<file path="src/rtl/dbg_brk_pkg.sv">
package dbg_brk_pkg;
  localparam int NUM_SLOTS  = 4;  // total address slots
  localparam int PROG_ONLY  = 2;  // slots below this index never go to data use
  localparam int NUM_SRC    = NUM_SLOTS + 2;
  localparam int SRC_STEP   = NUM_SLOTS;
  localparam int SRC_FLOW   = NUM_SLOTS + 1;
  localparam int ADDR_CTRL  = NUM_SLOTS;
  localparam int ADDR_STAT  = NUM_SLOTS + 1;
  localparam int BIT_MODE   = NUM_SLOTS;
  localparam int BIT_FLOW   = NUM_SLOTS + 1;
  localparam int BIT_STEP   = NUM_SLOTS + 2;
  localparam int DATA_SLOT  = NUM_SLOTS - 1;
endpackage

</file>
<file path="src/rtl/dbg_brk_slot.sv">
module dbg_brk_slot #(
  parameter int PC_W     = 14,
  parameter int DA_W     = 16,
  parameter bit COMBINED = 1'b0
) (
  input  logic            en,
  input  logic            use_data,
  input  logic [DA_W-1:0] addr,
  input  logic [PC_W-1:0] pc,
  input  logic            insn_valid,
  input  logic [DA_W-1:0] dmem_addr,
  input  logic            dmem_valid,
  output logic            hit
);
  logic prog_hit;
  logic data_hit;

  assign prog_hit = insn_valid && (pc == addr[PC_W-1:0]);

  generate
    if (COMBINED) begin : g_comb
      assign data_hit = dmem_valid && (dmem_addr == addr);
      assign hit      = en && (use_data ? data_hit : prog_hit);
    end else begin : g_prog
      assign data_hit = 1'b0;
      assign hit      = en && prog_hit && !use_data;
    end
  endgenerate
endmodule

</file>
<file path="src/rtl/dbg_brk_event.sv">
module dbg_brk_event #(
  parameter int NS   = 4,
  parameter int NSRC = NS + 2
) (
  input  logic            clk,
  input  logic            rst_n,
  input  logic [NS-1:0]   slot_hits,
  input  logic            step_arm,
  input  logic            flow_en,
  input  logic            insn_valid,
  input  logic            flow_change,
  output logic [NSRC-1:0] src_now,
  output logic            brk_pulse,
  output logic [NSRC-1:0] brk_src
);
  logic step_hit;
  logic flow_hit;

  assign step_hit = step_arm && insn_valid;
  assign flow_hit = flow_en && insn_valid && flow_change;
  assign src_now  = {flow_hit, step_hit, slot_hits};

  always_ff @(posedge clk or negedge rst_n) begin
    if (!rst_n) begin
      brk_pulse <= 1'b0;
      brk_src   <= '0;
    end else begin
      brk_pulse <= |src_now;
      brk_src   <= src_now;
    end
  end
endmodule

</file>
<file path="src/rtl/dbg_brk_regs.sv">
module dbg_brk_regs
  import dbg_brk_pkg::*;
#(
  parameter int PC_W = 14,
  parameter int DA_W = 16,
  parameter int RA_W = 3
) (
  input  logic                           clk,
  input  logic                           rst_n,
  input  logic [RA_W-1:0]                reg_addr,
  input  logic [DA_W-1:0]                reg_wdata,
  input  logic                           reg_we,
  input  logic [NUM_SRC-1:0]             src_now,
  output logic [NUM_SLOTS-1:0][DA_W-1:0] slot_addr,
  output logic [NUM_SLOTS-1:0]           slot_en,
  output logic                           mode_data,
  output logic                           flow_en,
  output logic                           step_arm,
  output logic [NUM_SRC-1:0]             status,
  output logic [DA_W-1:0]                reg_rdata
);
  localparam int CTRL_W = NUM_SLOTS + 3;

  logic [DA_W-1:0]   slot_q [NUM_SLOTS];
  logic [CTRL_W-1:0] ctrl_q;
  logic              ctrl_wr;
  logic              stat_wr;

  assign ctrl_wr = reg_we && (reg_addr == RA_W'(ADDR_CTRL));
  assign stat_wr = reg_we && (reg_addr == RA_W'(ADDR_STAT));

  genvar gi;
  generate
    for (gi = 0; gi < NUM_SLOTS; gi++) begin : g_slot
      localparam logic [DA_W-1:0] KEEP =
        (gi < PROG_ONLY) ? DA_W'((64'd1 << PC_W) - 64'd1) : {DA_W{1'b1}};
      always_ff @(posedge clk or negedge rst_n) begin
        if (!rst_n)
          slot_q[gi] <= '0;
        else if (reg_we && (reg_addr == RA_W'(gi)))
          slot_q[gi] <= reg_wdata & KEEP;
      end
      assign slot_addr[gi] = slot_q[gi];
    end
  endgenerate

  always_ff @(posedge clk or negedge rst_n) begin
    if (!rst_n) begin
      ctrl_q <= '0;
    end else if (ctrl_wr) begin
      ctrl_q <= reg_wdata[CTRL_W-1:0];
    end else if (src_now[SRC_STEP]) begin
      ctrl_q[BIT_STEP] <= 1'b0;
    end
  end

  always_ff @(posedge clk or negedge rst_n) begin
    if (!rst_n)
      status <= '0;
    else if (stat_wr)
      status <= (status & ~reg_wdata[NUM_SRC-1:0]) | src_now;
    else
      status <= status | src_now;
  end

  assign slot_en   = ctrl_q[NUM_SLOTS-1:0];
  assign mode_data = ctrl_q[BIT_MODE];
  assign flow_en   = ctrl_q[BIT_FLOW];
  assign step_arm  = ctrl_q[BIT_STEP];

  always_comb begin
    reg_rdata = '0;
    for (int i = 0; i < NUM_SLOTS; i++)
      if (reg_addr == RA_W'(i)) reg_rdata = slot_q[i];
    if (reg_addr == RA_W'(ADDR_CTRL)) reg_rdata = DA_W'(ctrl_q);
    if (reg_addr == RA_W'(ADDR_STAT)) reg_rdata = DA_W'(status);
  end
endmodule

</file>
<file path="src/rtl/dbg_brk_unit.sv">
module dbg_brk_unit
  import dbg_brk_pkg::*;
#(
  parameter int PC_W = 14,
  parameter int DA_W = 16,
  parameter int RA_W = 3
) (
  input  logic                clk,
  input  logic                rst_n,
  input  logic [PC_W-1:0]     pc,
  input  logic                insn_valid,
  input  logic                flow_change,
  input  logic [DA_W-1:0]     dmem_addr,
  input  logic                dmem_valid,
  input  logic [RA_W-1:0]     reg_addr,
  input  logic [DA_W-1:0]     reg_wdata,
  input  logic                reg_we,
  output logic [DA_W-1:0]     reg_rdata,
  output logic                brk_pulse,
  output logic [NUM_SRC-1:0]  brk_src
);
  logic [NUM_SLOTS-1:0][DA_W-1:0] slot_addr;
  logic [NUM_SLOTS-1:0]           slot_en;
  logic [NUM_SLOTS-1:0]           slot_hits;
  logic                           mode_data;
  logic                           flow_en;
  logic                           step_arm;
  logic [NUM_SRC-1:0]             status;
  logic [NUM_SRC-1:0]             src_now;

  dbg_brk_regs #(.PC_W(PC_W), .DA_W(DA_W), .RA_W(RA_W)) u_regs (
    .clk(clk), .rst_n(rst_n),
    .reg_addr(reg_addr), .reg_wdata(reg_wdata), .reg_we(reg_we),
    .src_now(src_now),
    .slot_addr(slot_addr), .slot_en(slot_en), .mode_data(mode_data),
    .flow_en(flow_en), .step_arm(step_arm), .status(status),
    .reg_rdata(reg_rdata)
  );

  genvar gs;
  generate
    for (gs = 0; gs < NUM_SLOTS; gs++) begin : g_cmp
      dbg_brk_slot #(
        .PC_W(PC_W), .DA_W(DA_W), .COMBINED(gs >= PROG_ONLY)
      ) u_slot (
        .en(slot_en[gs]),
        .use_data(mode_data && (gs == DATA_SLOT)),
        .addr(slot_addr[gs]),
        .pc(pc), .insn_valid(insn_valid),
        .dmem_addr(dmem_addr), .dmem_valid(dmem_valid),
        .hit(slot_hits[gs])
      );
    end
  endgenerate

  dbg_brk_event #(.NS(NUM_SLOTS), .NSRC(NUM_SRC)) u_event (
    .clk(clk), .rst_n(rst_n),
    .slot_hits(slot_hits), .step_arm(step_arm), .flow_en(flow_en),
    .insn_valid(insn_valid), .flow_change(flow_change),
    .src_now(src_now), .brk_pulse(brk_pulse), .brk_src(brk_src)
  );
endmodule

</file>
<file path="config.mk">
export PLATFORM = sky130hd
export DESIGN_NAME = dbg_brk_unit
export DESIGN_NICKNAME = d
export VERILOG_FILES = /design/src/rtl/dbg_brk_pkg.sv /design/src/rtl/dbg_brk_slot.sv /design/src/rtl/dbg_brk_event.sv /design/src/rtl/dbg_brk_regs.sv /design/src/rtl/dbg_brk_unit.sv
export SDC_FILE = /design/constraint.sdc
export NUM_CORES = 1
export LEC_CHECK = 0
export ABC_CLOCK_PERIOD_IN_PS = 2100
export BUFFER_PORTS_ARGS = -buffer_cell sky130_fd_sc_hd__buf_2
export CAP_MARGIN = 5
export CORE_ASPECT_RATIO = 1.75
export CORE_MARGIN = 3
export CORE_UTILIZATION = 30
export CTS_BUF_LIST = sky130_fd_sc_hd__clkbuf_4
export DETAILED_ROUTE_END_ITERATION = 16
export GPL_ROUTABILITY_DRIVEN = 1
export GPL_TIMING_DRIVEN = 0
export PLACE_DENSITY = 0.49
export SKIP_LAST_GASP = 1
export SLEW_MARGIN = 20
export SYNTH_ARGS = -nofsm -noshare
export SYNTH_HDL_FRONTEND = slang
export SYNTH_SLANG_ARGS = --single-unit
</file>
<file path="constraint.sdc">
create_clock -name clk -period 2.1 [get_ports clk]
set_input_delay 0.21 -clock clk [delete_from_list [all_inputs] [get_ports clk]]
set_output_delay 0.21 -clock clk [all_outputs]
set_load 0.05 [all_outputs]
</file>
Word level (Yosys, flattened, before mapping)
Cells that the tools add are included.

storage, ports and cells
  register bits = 80
  input bits = 55
  output and inout port bits = 23
  word-level logic and storage cells = 54

operators by class
  equal/unequal tests = 10
  mux-type cells = 10
  bitwise logic cells = 4
  reductions and logical operators = 21

operators with widths
  operator                                                                count
  16-bit two-way mux                                                      5
  14-bit equality test                                                    4
  1-bit logical AND                                                       18
  16-bit equality test                                                    1
  14-bit two-way mux                                                      1
  6-bit OR                                                                2
  6-bit AND                                                               1
  3-bit by 2-bit equality test with 1-bit output (second input constant)  2
  3-bit equality test (second input constant)                             2
  6-bit two-way mux                                                       1
  6-bit NOT                                                               1
  6-bit OR reduction                                                      1
  3-bit by 1-bit equality test with 1-bit output (second input constant)  1
  3-bit zero test                                                         1
  1-bit two-way mux                                                       3
  2-bit nonzero test                                                      1

Depth between registers and ports, before layout
Gate-level depths: netlist of the first run.

  depth after elaboration = 7
  mapped depth = 6
  mapped depth without buffers = 5

Modules after synthesis
Synthesis of the first run repeated with hierarchy kept, for this count alone.

unflattened totals
  cell total of the unflattened synthesis = 388
  area, all modules = 4907.2 sq um

by module, submodules not included
  module                               times used  cells an instance  area each (sq um)  seq. area each (sq um)
  dbg_brk_regs                         1           244                3628.5             1826.8
  dbg_brk_slot at g_cmp[2].u_slot ...  2           43                 346.6              0.0
  dbg_brk_slot at g_cmp[0].u_slot ...  2           20                 167.7              0.0
  dbg_brk_event                        1           17                 246.5              175.2
  dbg_brk_unit                         1           1                  3.8                0.0

Worst setup path before layout of the first run
No wires, ideal clock.

  kind = input port to output port
  start = input reg_addr[0]
  end = output reg_rdata[6]
  arrival = 1915 ps
  required time = 1890 ps
  slack = -25 ps
  stages = 3
  path buffers = 2
  cells stage by stage = clkbuf_1 > buf_2 > o32ai_1

between the ends
  cells in the longest elaborated chain, start to end = 7
  elaborated cells between the ends (all ways) = 12
  classes of those cells = eq/ne: 5; mux: 6; reduce/logical: 1

ends and longest elaborated chain
  element                          RTL line            text
  start, declared                  dbg_brk_unit.sv:15  input logic [RA_W-1:0] reg_addr,
  3-bit zero test                  dbg_brk_regs.sv:74  if (reg_addr == RA_W'(i)) reg_rdata = slot_q[i];
  14-bit two-way mux               dbg_brk_regs.sv:74
  16-bit two-way mux (3 in a row)  dbg_brk_regs.sv:74
  16-bit two-way mux               dbg_brk_regs.sv:75  if (reg_addr == RA_W'(ADDR_CTRL)) reg_rdata = DA_W'(ctrl_q);
  16-bit two-way mux *             dbg_brk_regs.sv:76  if (reg_addr == RA_W'(ADDR_STAT)) reg_rdata = DA_W'(status);
  end, declared                    dbg_brk_unit.sv:18  output logic [DA_W-1:0] reg_rdata,

Every way passes the cells marked *; elsewhere a longest branch is shown, timed or not.

Final worst setup path of the first run
  start = register u_regs.slot_q (netlist bit u_regs.slot_addr[61])
  end = output reg_rdata[13]

between the ends
  cells in the longest elaborated chain, start to end = 3

ends and longest elaborated chain
  element                          RTL line            text
  start, declared                  dbg_brk_regs.sv:24  logic [DA_W-1:0] slot_q [NUM_SLOTS];
  start signal, assigned by index  dbg_brk_regs.sv:41  slot_q[gi] <= reg_wdata & KEEP;
  16-bit two-way mux               dbg_brk_regs.sv:74
  16-bit two-way mux               dbg_brk_regs.sv:75
  16-bit two-way mux               dbg_brk_regs.sv:76

Every way passes these cells.

==> flow_metrics.env, run 1 <==
export IMPL_max_stage_delay_ns=0.48
export IMPL_cts_root_buf="clkbuf_4"
export IMPL_synth_nets=414
export IMPL_yosys_warnings=0
export IMPL_num_nets_final=502
export IMPL_die_w_um=97.6
export IMPL_dr_pass1_iters=4
export IMPL_outcome="complete, no violations"
export IMPL_worstHoldStart="reg_wdata[10]"
export IMPL_cp_start_kind="register"
export IMPL_synthCells=359
export IMPL_dp_hpwl_mm=10.7
export IMPL_clkTransAtPathRegs_ns=0.13
export IMPL_drc=0
export IMPL_syn_to_final_growth_pct=19.6
export IMPL_die_area_um2=16200
export IMPL_slew_headroom=0.377
export IMPL_htreeDepth=3
export IMPL_layout_drive_gt1_share=0.403
export IMPL_fin_crit_sh=0.948
export IMPL_cts_tree="built"
export IMPL_skew_ns=0.0210
export IMPL_synth_top_area_share=0.455
export IMPL_synth_most_common_cell="dfrtp_1"
export IMPL_hold_violations=0
export IMPL_globalRoute_totalOverflow=0
export IMPL_cp_top_family="multiplexers"
export IMPL_worstMarginPinSlew_ns=0.931
export IMPL_place_congestion=0.869
export IMPL_synth_top_cell_by_area="dfrtp_1"
export IMPL_netlist_area_um2=4400
export IMPL_whs_endpoint="u_regs.slot_addr[58]"
export IMPL_hold_path_depth=2
export IMPL_leakagePower_nw=2.29
export IMPL_seq_area_frac_synth=0.455
export IMPL_r2r_end="u_event.brk_pulse"
export IMPL_synth_area_leaders="dfrtp_1 (45%), mux2_2 (17%), xnor2_1 (10%), mux4_2 (4.1%), xor2_1 (4.0%)"
export IMPL_clkLatencyLatePin_ns=0.46
export IMPL_arrival_ns=1.78
export IMPL_vias=3111
export IMPL_wl_per_cell_um=21.5
export IMPL_grt_pass1_wl_mm=21.0
export IMPL_drtIter0Drc=117
export IMPL_viasPerCell=4.91
export IMPL_worstPathRequired_ns=1.89
export IMPL_synthArstFlopShare=1.00
export IMPL_fmax_ghz=0.502
export IMPL_slowest_stage="mux4_2"
export IMPL_row_count=58
export IMPL_p_per_area_nw_per_um2=897
export IMPL_setup_viol=0
export IMPL_cts_buffers=9
export IMPL_cp_end_kind="output port"
export IMPL_start_util=0.307
export IMPL_antenna_found_initial=1
export IMPL_path_cells="mux4_2 > nor2b_1 > buf_2"
export IMPL_synth_top_cells_by_count="dfrtp_1 (80), mux2_2 (66), xnor2_1 (52), nand2_1 (20), xor2_1 (20)"
export IMPL_critPathKind="reg -> out"
export IMPL_rsz0062_at_grt="false"
export IMPL_die_h_um=166
export IMPL_core_um2=14400
export IMPL_fin_util=0.367
export IMPL_timing_hold_ws_ns=0.0354
export IMPL_clockBufferDepth=2
export IMPL_grt_total_usage=0.173
export IMPL_syn_avg_cell_area_um2=12.3
export IMPL_post_cts_setup_buffers=0
export IMPL_reg2regPathDepth=5
export IMPL_crit_buf_inv=1
export IMPL_pin_count=78
export IMPL_finalWorstPathRequiredPeriod_ns=1.99
export IMPL_hp_class="in -> reg"
export IMPL_routed_wl_mm=13.6
export IMPL_cts_sinks=80
export IMPL_synth_seq_cells=80
export IMPL_grt_pass1_vias=3553
export IMPL_path_max_fanout=4
export IMPL_grt_max_degree=52
export IMPL_rr_startpoint="u_regs.slot_addr[6]"
export IMPL_max_cap_viol_count=0
export IMPL_finalMaxSlewViolations=0
export IMPL_synth_edf_count=0
export IMPL_port_buffers=73
export IMPL_vdd_drop_max_uv=249
export IMPL_ant_nets=0
export IMPL_ys_flop_type="dfrtp_1"
export IMPL_regToRegSetupSlack_ns=0.28
export IMPL_synth_cell_types=34
cells in the final DEF (no fill, tap or decap), drive strengths merged:
cell / count
a21o: 5
a21oi: 6
a22oi: 1
and2: 1
and3: 2
and3b: 1
buf: 83
bufinv: 3
clkbuf: 16
clkinv: 2
clkinvlp: 1
dfrtp: 80
diode: 1
dlygate4sd3: 4
inv: 3
mux2: 66
mux2i: 14
mux4: 8
nand2: 20
nand2b: 3
nand3: 2
nand4: 13
nand4b: 3
nor2: 13
nor2b: 10
nor3: 2
nor3b: 2
nor4: 6
o21ai: 1
o221ai: 6
o32ai: 1
or4: 2
xnor2: 52
xor2: 20
how the worst max path moves through the flow:
stage                               startpoint            end  slack [ns]  cells after the start
after CTS                 u_regs.slot_addr[56]   reg_rdata[8]        0.07                      3
after global placement             reg_addr[1]   reg_rdata[5]       -0.50                      8
after detailed placement           reg_addr[1]   reg_rdata[0]       -0.50                      8
after floorplan                    reg_addr[0]   reg_rdata[0]        0.18                      4
after global routing      u_regs.slot_addr[60]  reg_rdata[12]        0.02                      3
final                     u_regs.slot_addr[61]  reg_rdata[13]        0.11                      3
power by group:
part / switching (mW) / internal (mW) / leakage, nW
clock network: 0.585 / 0.604 / 0.0942
logic: 0.715 / 0.666 / 1.22
registers: 0.318 / 1.83 / 0.981
metrics by stage:
| step | instances | area [µm²] | total power, mW | TNS, ns | setup slack (ns) |
|---|---|---|---|---|---|
| 3_3_place_gp | 612 | 5000 | 3.54 | -3.76 | -0.500 |
| 6_report | 633 | 5270 | 4.72 | 0 | 0.109 |
| 5_1_grt | 633 | 5270 | 4.95 | 0 | 0.0209 |
| 2_1_floorplan | 359 | 4410 | 3.08 | 0 | 0.177 |
| 3_5_place_dp | 613 | 5030 | 3.58 | -3.75 | -0.500 |
| 4_1_cts | 632 | 5260 | 4.78 | 0 | 0.0670 |
registers in the layout, indices dropped and copies added, names as in the netlist:
signal             flops
u_regs.slot_addr      60
u_event.brk_src        6
u_event.brk_pulse      1
u_regs.ctrl_q          7
u_regs.status          6
area by class of cell:
class / count / area [µm²]
Fill cell: 1490 / 9100
Multi-Input combinational cell: 260 / 2330
Sequential cell: 80 / 2000
Timing Repair Buffer: 78 / 435
Tap cell: 180 / 225
Clock inverter: 7 / 119
Buffer: 16 / 78.8
Clock buffer: 9 / 67.6
Inverter: 2 / 7.51
Antenna cell: 1 / 2.50
metal layers:
layer	track usage	part of all wire	up-vias
met5	0	0	-
met4	0.0729	0.029	0
met3	0.0231	0.028	20
met2	0.333	0.57	67
met1	0.186	0.37	1571
li1	-	-	1453
what timing repair did:
item,CTS,global route
hold buffers,4,0
resized for setup,4,0
hold endpoints to repair,34,0
setup endpoints to repair,11,0
logic make-up after synthesis:
logic type      after synthesis  synth area share
buf+inv                      19            0.0190
xor+xnor                     72             0.143
mux                          88             0.241
simple gates                 80             0.109
flops                        80             0.455
compound gates               20            0.0324
Power figures use the tool's default switching activity.
==> run 2, diff against run 1 <==
--- a/config.mk
+++ b/config.mk
@@ -10,12 +10,12 @@
 export CAP_MARGIN = 5
 export CORE_ASPECT_RATIO = 1.75
 export CORE_MARGIN = 3
-export CORE_UTILIZATION = 30
+export CORE_UTILIZATION = 40
 export CTS_BUF_LIST = sky130_fd_sc_hd__clkbuf_4
 export DETAILED_ROUTE_END_ITERATION = 16
 export GPL_ROUTABILITY_DRIVEN = 1
 export GPL_TIMING_DRIVEN = 0
-export PLACE_DENSITY = 0.49
+export PLACE_DENSITY = 0.61
 export SKIP_LAST_GASP = 1
 export SLEW_MARGIN = 20
 export SYNTH_ARGS = -nofsm -noshare
==> run 2 against run 1 <==
Core utilization is 11 points higher. Critical path depth stayed put. Die area is 24% lower. Final cell count is 8.2% lower. Design area is 2.6% lower. Clock power is 24% lower. Largest power group unchanged.
==> flow_metrics.env, run 2 (synthesized netlist as in run 1, its figures left out) <==
export IMPL_cts_root_buf="clkbuf_4"
export IMPL_drc=0
export IMPL_syn_to_final_growth_pct=16.4
export IMPL_die_area_um2=12400
export IMPL_slew_headroom=0.378
export IMPL_layout_drive_gt1_share=0.402
export IMPL_slowest_stage="mux4_2"
export IMPL_hold_violations=0
export IMPL_mostFrequentLayoutCell="dfrtp_1"
export IMPL_antenna_found_initial=1
export IMPL_finalWorstPathRequiredPeriod_ns=1.99
export IMPL_grt_pass1_wl_mm=19.1
export IMPL_grt_total_usage=0.213
export IMPL_final_cells=581
export IMPL_path_cells="mux4_2 > nor2b_1 > buf_2"
export IMPL_pin_count=78
export IMPL_num_nets_final=500
export IMPL_clockBufferDepth=2
export IMPL_placedCellCount=563
export IMPL_grt_pass1_vias=3283
export IMPL_outcome="complete, no violations"
export IMPL_fmax_ghz=0.503
export IMPL_core_um2=10700
export IMPL_dr_pass1_iters=5
export IMPL_rsz0062_at_grt="false"
export IMPL_drtIter0Drc=194
export IMPL_die_h_um=145
export IMPL_cp_end_kind="output port"
export IMPL_max_stage_delay_ns=0.48
export IMPL_setup_viol=0
export IMPL_cp_start_kind="register"
export IMPL_fin_util=0.479
export IMPL_row_count=50
export IMPL_cts_sinks=80
export IMPL_routed_wl_mm=12.7
export IMPL_htreeDepth=3
export IMPL_viasPerCell=5.49
export IMPL_port_buffers=73
export IMPL_vias=3192
export IMPL_clkLatencyLatePin_ns=0.45
export IMPL_grt_max_degree=48
export IMPL_max_cap_viol_count=0
export IMPL_worstMarginPinSlew_ns=0.930
export IMPL_cts_tree="built"
export IMPL_leakagePower_nw=2.26
export IMPL_vdd_drop_max_uv=436
export IMPL_arrival_ns=1.78
export IMPL_clkTransAtPathRegs_ns=0.12
export IMPL_skew_ns=0.0148
export IMPL_ant_nets=0
export IMPL_worstPathRequired_ns=1.89
export IMPL_largest_register_ffs=60
export IMPL_die_w_um=85.3
export IMPL_critPathKind="reg -> out"
export IMPL_p_per_area_nw_per_um2=863
export IMPL_cts_buffers=9
export IMPL_fin_crit_sh=0.946
export IMPL_globalRoute_totalOverflow=0
export IMPL_wl_per_cell_um=21.9
export IMPL_place_congestion=0.862
export IMPL_dp_hpwl_mm=9.91
export IMPL_hp_class="in -> reg"
export IMPL_finalMaxSlewViolations=0
export IMPL_start_util=0.412
export IMPL_path_max_fanout=4
export IMPL_final_cell_mix="dfrtp_1 (80), buf_2 (78), mux2_2 (66)"
==> run 2: layer usage <==
layer  GRT usage  vias to the layer above  share of wire
li1            -                     1446              -
met1       0.232                     1609           0.37
met2       0.397                      101           0.55
met3      0.0329                       36          0.039
met4       0.105                        0          0.041
met5           0                        -              0
==> run 2: critical path: cells and delay by family (launching register included) <==
family                 cells  cell delay, ns
multiplexers               1            0.48
AND/OR/NAND/NOR            1            0.16
flip-flops                 1            0.45
buffers and inverters      1            0.25
==> run 2: area by class of cell <==
cell class                      count  area [µm²]
Buffer                             16        78.8
Inverter                            2        7.51
Clock buffer                        9        67.6
Fill cell                        1013        5570
Timing Repair Buffer               76         415
Tap cell                          130         163
Multi-Input combinational cell    260        2330
Antenna cell                        1        2.50
Sequential cell                    80        2000
Clock inverter                      7        62.6
==> run 2: final timing paths <==
check | cells past startpoint | slack (ns) | start | end
max | 3 | 0.11 | u_regs.slot_addr[61] | reg_rdata[13]
min | 2 | 0.01 | reg_wdata[15] | u_regs.slot_addr[47]
max reg2reg | 5 | 0.32 | u_regs.slot_addr[21] | u_event.brk_pulse
min reg2reg | 2 | 0.49 | u_regs.status[3] | u_regs.status[3]
max in group asynchronous | 3 | 1.23 | rst_n | u_regs.slot_addr[34]
min in group asynchronous | 2 | 0.24 | rst_n | u_regs.ctrl_q[3]
==> run 2: power by group <==
group / switching [mW] / internal, mW / total [mW]
sequential: 0.329 / 1.83 / 2.16
combinational: 0.698 / 0.664 / 1.36
clock: 0.551 / 0.350 / 0.901
total: 1.58 / 2.85 / 4.43
==> run 2: through the flow <==
step | cell area [µm²] | hold slack, ns | TNS, ns | power [mW] | setup slack, ns
6_report | 5130 | 0.0149 | 0 | 4.43 | 0.113
2_1_floorplan | 4410 | -0.0856 | 0 | 3.08 | 0.177
4_1_cts | 5120 | 0.00140 | 0 | 4.46 | 0.0453
3_5_place_dp | 4970 | 0.201 | -2.95 | 3.56 | -0.414
3_3_place_gp | 4940 | 0.456 | -2.75 | 3.51 | -0.384
5_1_grt | 5130 | 0.00868 | 0 | 4.65 | 0.0320
==> run 2: what timing repair did <==
| action | CTS | global route |
|---|---|---|
| hold buffers | 2 | 0 |
| resized for setup | 3 | 1 |
| hold endpoints to repair | 34 | 0 |
| endpoints found under the setup margin | 11 | 2 |
| setup buffers | 0 | 0 |
==> run 3, diff against run 2 <==
--- a/config.mk
+++ b/config.mk
@@ -15,6 +15,7 @@
 export DETAILED_ROUTE_END_ITERATION = 16
 export GPL_ROUTABILITY_DRIVEN = 1
 export GPL_TIMING_DRIVEN = 0
+export HOLD_SLACK_MARGIN = 0.1
 export PLACE_DENSITY = 0.61
 export SKIP_LAST_GASP = 1
 export SLEW_MARGIN = 20
==> run 3 against run 2 <==
Sequential power about the same. Routed wire length up 0.86%. Non-clock buffer count up 16. Total power up 0.64%. Fmax about the same. Largest cell class unchanged. Largest power group unchanged.
==> flow_metrics.env, run 3 (synthesized netlist as in run 1, its figures left out) <==
export IMPL_syn_to_final_growth_pct=20.1
export IMPL_power_frac_comb=0.311
export IMPL_dp_slack_ns=-0.414
export IMPL_hp_class="in -> reg"
export IMPL_grt_max_degree=48
export IMPL_cts_tree="built"
export IMPL_rr_startpoint="u_regs.slot_addr[21]"
export IMPL_htreeDepth=3
export IMPL_crit_path_start="u_regs.slot_addr[61]"
export IMPL_antenna_found_initial=1
export IMPL_row_count=50
export IMPL_cp_end_kind="output port"
export IMPL_arrival_ns=1.78
export IMPL_fmax_ghz=0.503
export IMPL_timing_hold_ws_ns=0.137
export IMPL_slew_headroom=0.379
export IMPL_setup_viol=0
export IMPL_p_per_area_nw_per_um2=842
export IMPL_viasPerCell=5.42
export IMPL_critPathKind="reg -> out"
export IMPL_drtIter0Drc=160
export IMPL_mostFrequentLayoutCell="dfrtp_1"
export IMPL_dr_pass1_iters=4
export IMPL_die_area_um2=12400
export IMPL_routed_wl_mm=12.9
export IMPL_num_nets_final=516
export IMPL_port_buffers=73
export IMPL_fin_crit_sh=0.946
export IMPL_path_max_fanout=4
export IMPL_pin_count=78
export IMPL_grt_pass1_wl_mm=19.3
export IMPL_max_cap_viol_count=0
export IMPL_fin_ws_ns=0.113
export IMPL_fin_setup_tns_ns=0
export IMPL_final_cell_mix="dfrtp_1 (80), buf_2 (78), mux2_2 (66)"
export IMPL_worstHoldStart="insn_valid"
export IMPL_finalWorstPathRequiredPeriod_ns=1.99
export IMPL_outcome="complete, no violations"
export IMPL_cts_root_buf="clkbuf_4"
export IMPL_power_share_clock=0.204
export IMPL_power_frac_seq=0.485
export IMPL_die_w_um=85.3
export IMPL_place_congestion=0.862
export IMPL_layout_drive_gt1_share=0.388
export IMPL_final_area_um2=5290
export IMPL_worstMarginPinSlew_ns=0.928
export IMPL_fin_util=0.494
export IMPL_switching_share=0.356
export IMPL_die_h_um=145
export IMPL_cp_start_kind="register"
export IMPL_core_um2=10700
export IMPL_final_cells=597
export IMPL_rsz0062_at_grt="false"
export IMPL_largest_register_ffs=60
export IMPL_vdd_drop_max_uv=437
export IMPL_placed_cell_area_um2=4970
export IMPL_placedCellCount=563
export IMPL_cts_buffers=9
export IMPL_ant_nets=0
export IMPL_clkLatencyLatePin_ns=0.45
export IMPL_dp_hpwl_mm=9.91
export IMPL_finalMaxSlewViolations=0
export IMPL_finalPower_mw=4.45
export IMPL_vias=3238
export IMPL_grt_pass1_vias=3339
export IMPL_hold_violations=0
export IMPL_internal_power_mw=2.87
export IMPL_cts_sinks=80
export IMPL_p_switching_mw=1.59
export IMPL_drc=0
export IMPL_grt_total_usage=0.215
export IMPL_leakagePower_nw=2.32
export IMPL_globalRoute_totalOverflow=0
export IMPL_worstPathRequired_ns=1.89
export IMPL_clockBufferDepth=2
export IMPL_clkTransAtPathRegs_ns=0.14
export IMPL_start_util=0.412
export IMPL_wl_per_cell_um=21.5
export IMPL_skew_ns=0.0171
[run 3: changes by cell type in the layout (fill, tap and decap cells not counted), sizes merged]
cell         delta
dlygate4sd3    +16
[run 3: power by group through the flow]
stage	Sequential, mW	Combinational (mW)	Clock (mW)
after floorplan	2.09	0.985	0
after global placement	2.17	1.34	0
after detailed placement	2.19	1.36	0
after CTS	2.16	1.40	0.924
after global routing	2.20	1.48	0.987
final	2.16	1.38	0.907
[run 3: area by class of cell]
class	count	area (µm²)
clock buffers	9	67.6
plain buffers	16	78.8
fillers	997	5410
diodes	1	2.50
flip-flops and latches	80	2000
repair buffers	92	576
clock inverters	7	62.6
multi-input cells	260	2330
inverters	2	7.51
well taps	130	163
[run 3: layer usage]
layer	part of all wire	global-route usage	vias to the layer above
li1	-	-	1481
met2	0.55	0.398	103
met3	0.039	0.0329	35
met5	0	0	-
met4	0.039	0.105	0
met1	0.37	0.237	1619
[run 3: final timing paths]
check | to | slack (ns) | cells after the start
max | reg_rdata[13] | 0.11 | 3
min | u_event.brk_src[4] | 0.14 | 2
max reg2reg | u_event.brk_pulse | 0.32 | 5
min reg2reg | u_regs.status[3] | 0.50 | 2
max in group asynchronous | u_regs.slot_addr[34] | 1.24 | 3
min in group asynchronous | u_regs.ctrl_q[3] | 0.23 | 2
[run 3: critical path, stage by stage (launching register included)]
cell     delay (ns)
dfrtp_1        0.45
mux4_2         0.48
nor2b_1        0.15
buf_2          0.25
[run 3: timing repair]
item / CTS / global route
buffers inserted: 0 / 0
resized for setup: 3 / 1
endpoints found under the setup margin: 11 / 2
hold buffers: 18 / 0
hold endpoints to repair: 107 / 0
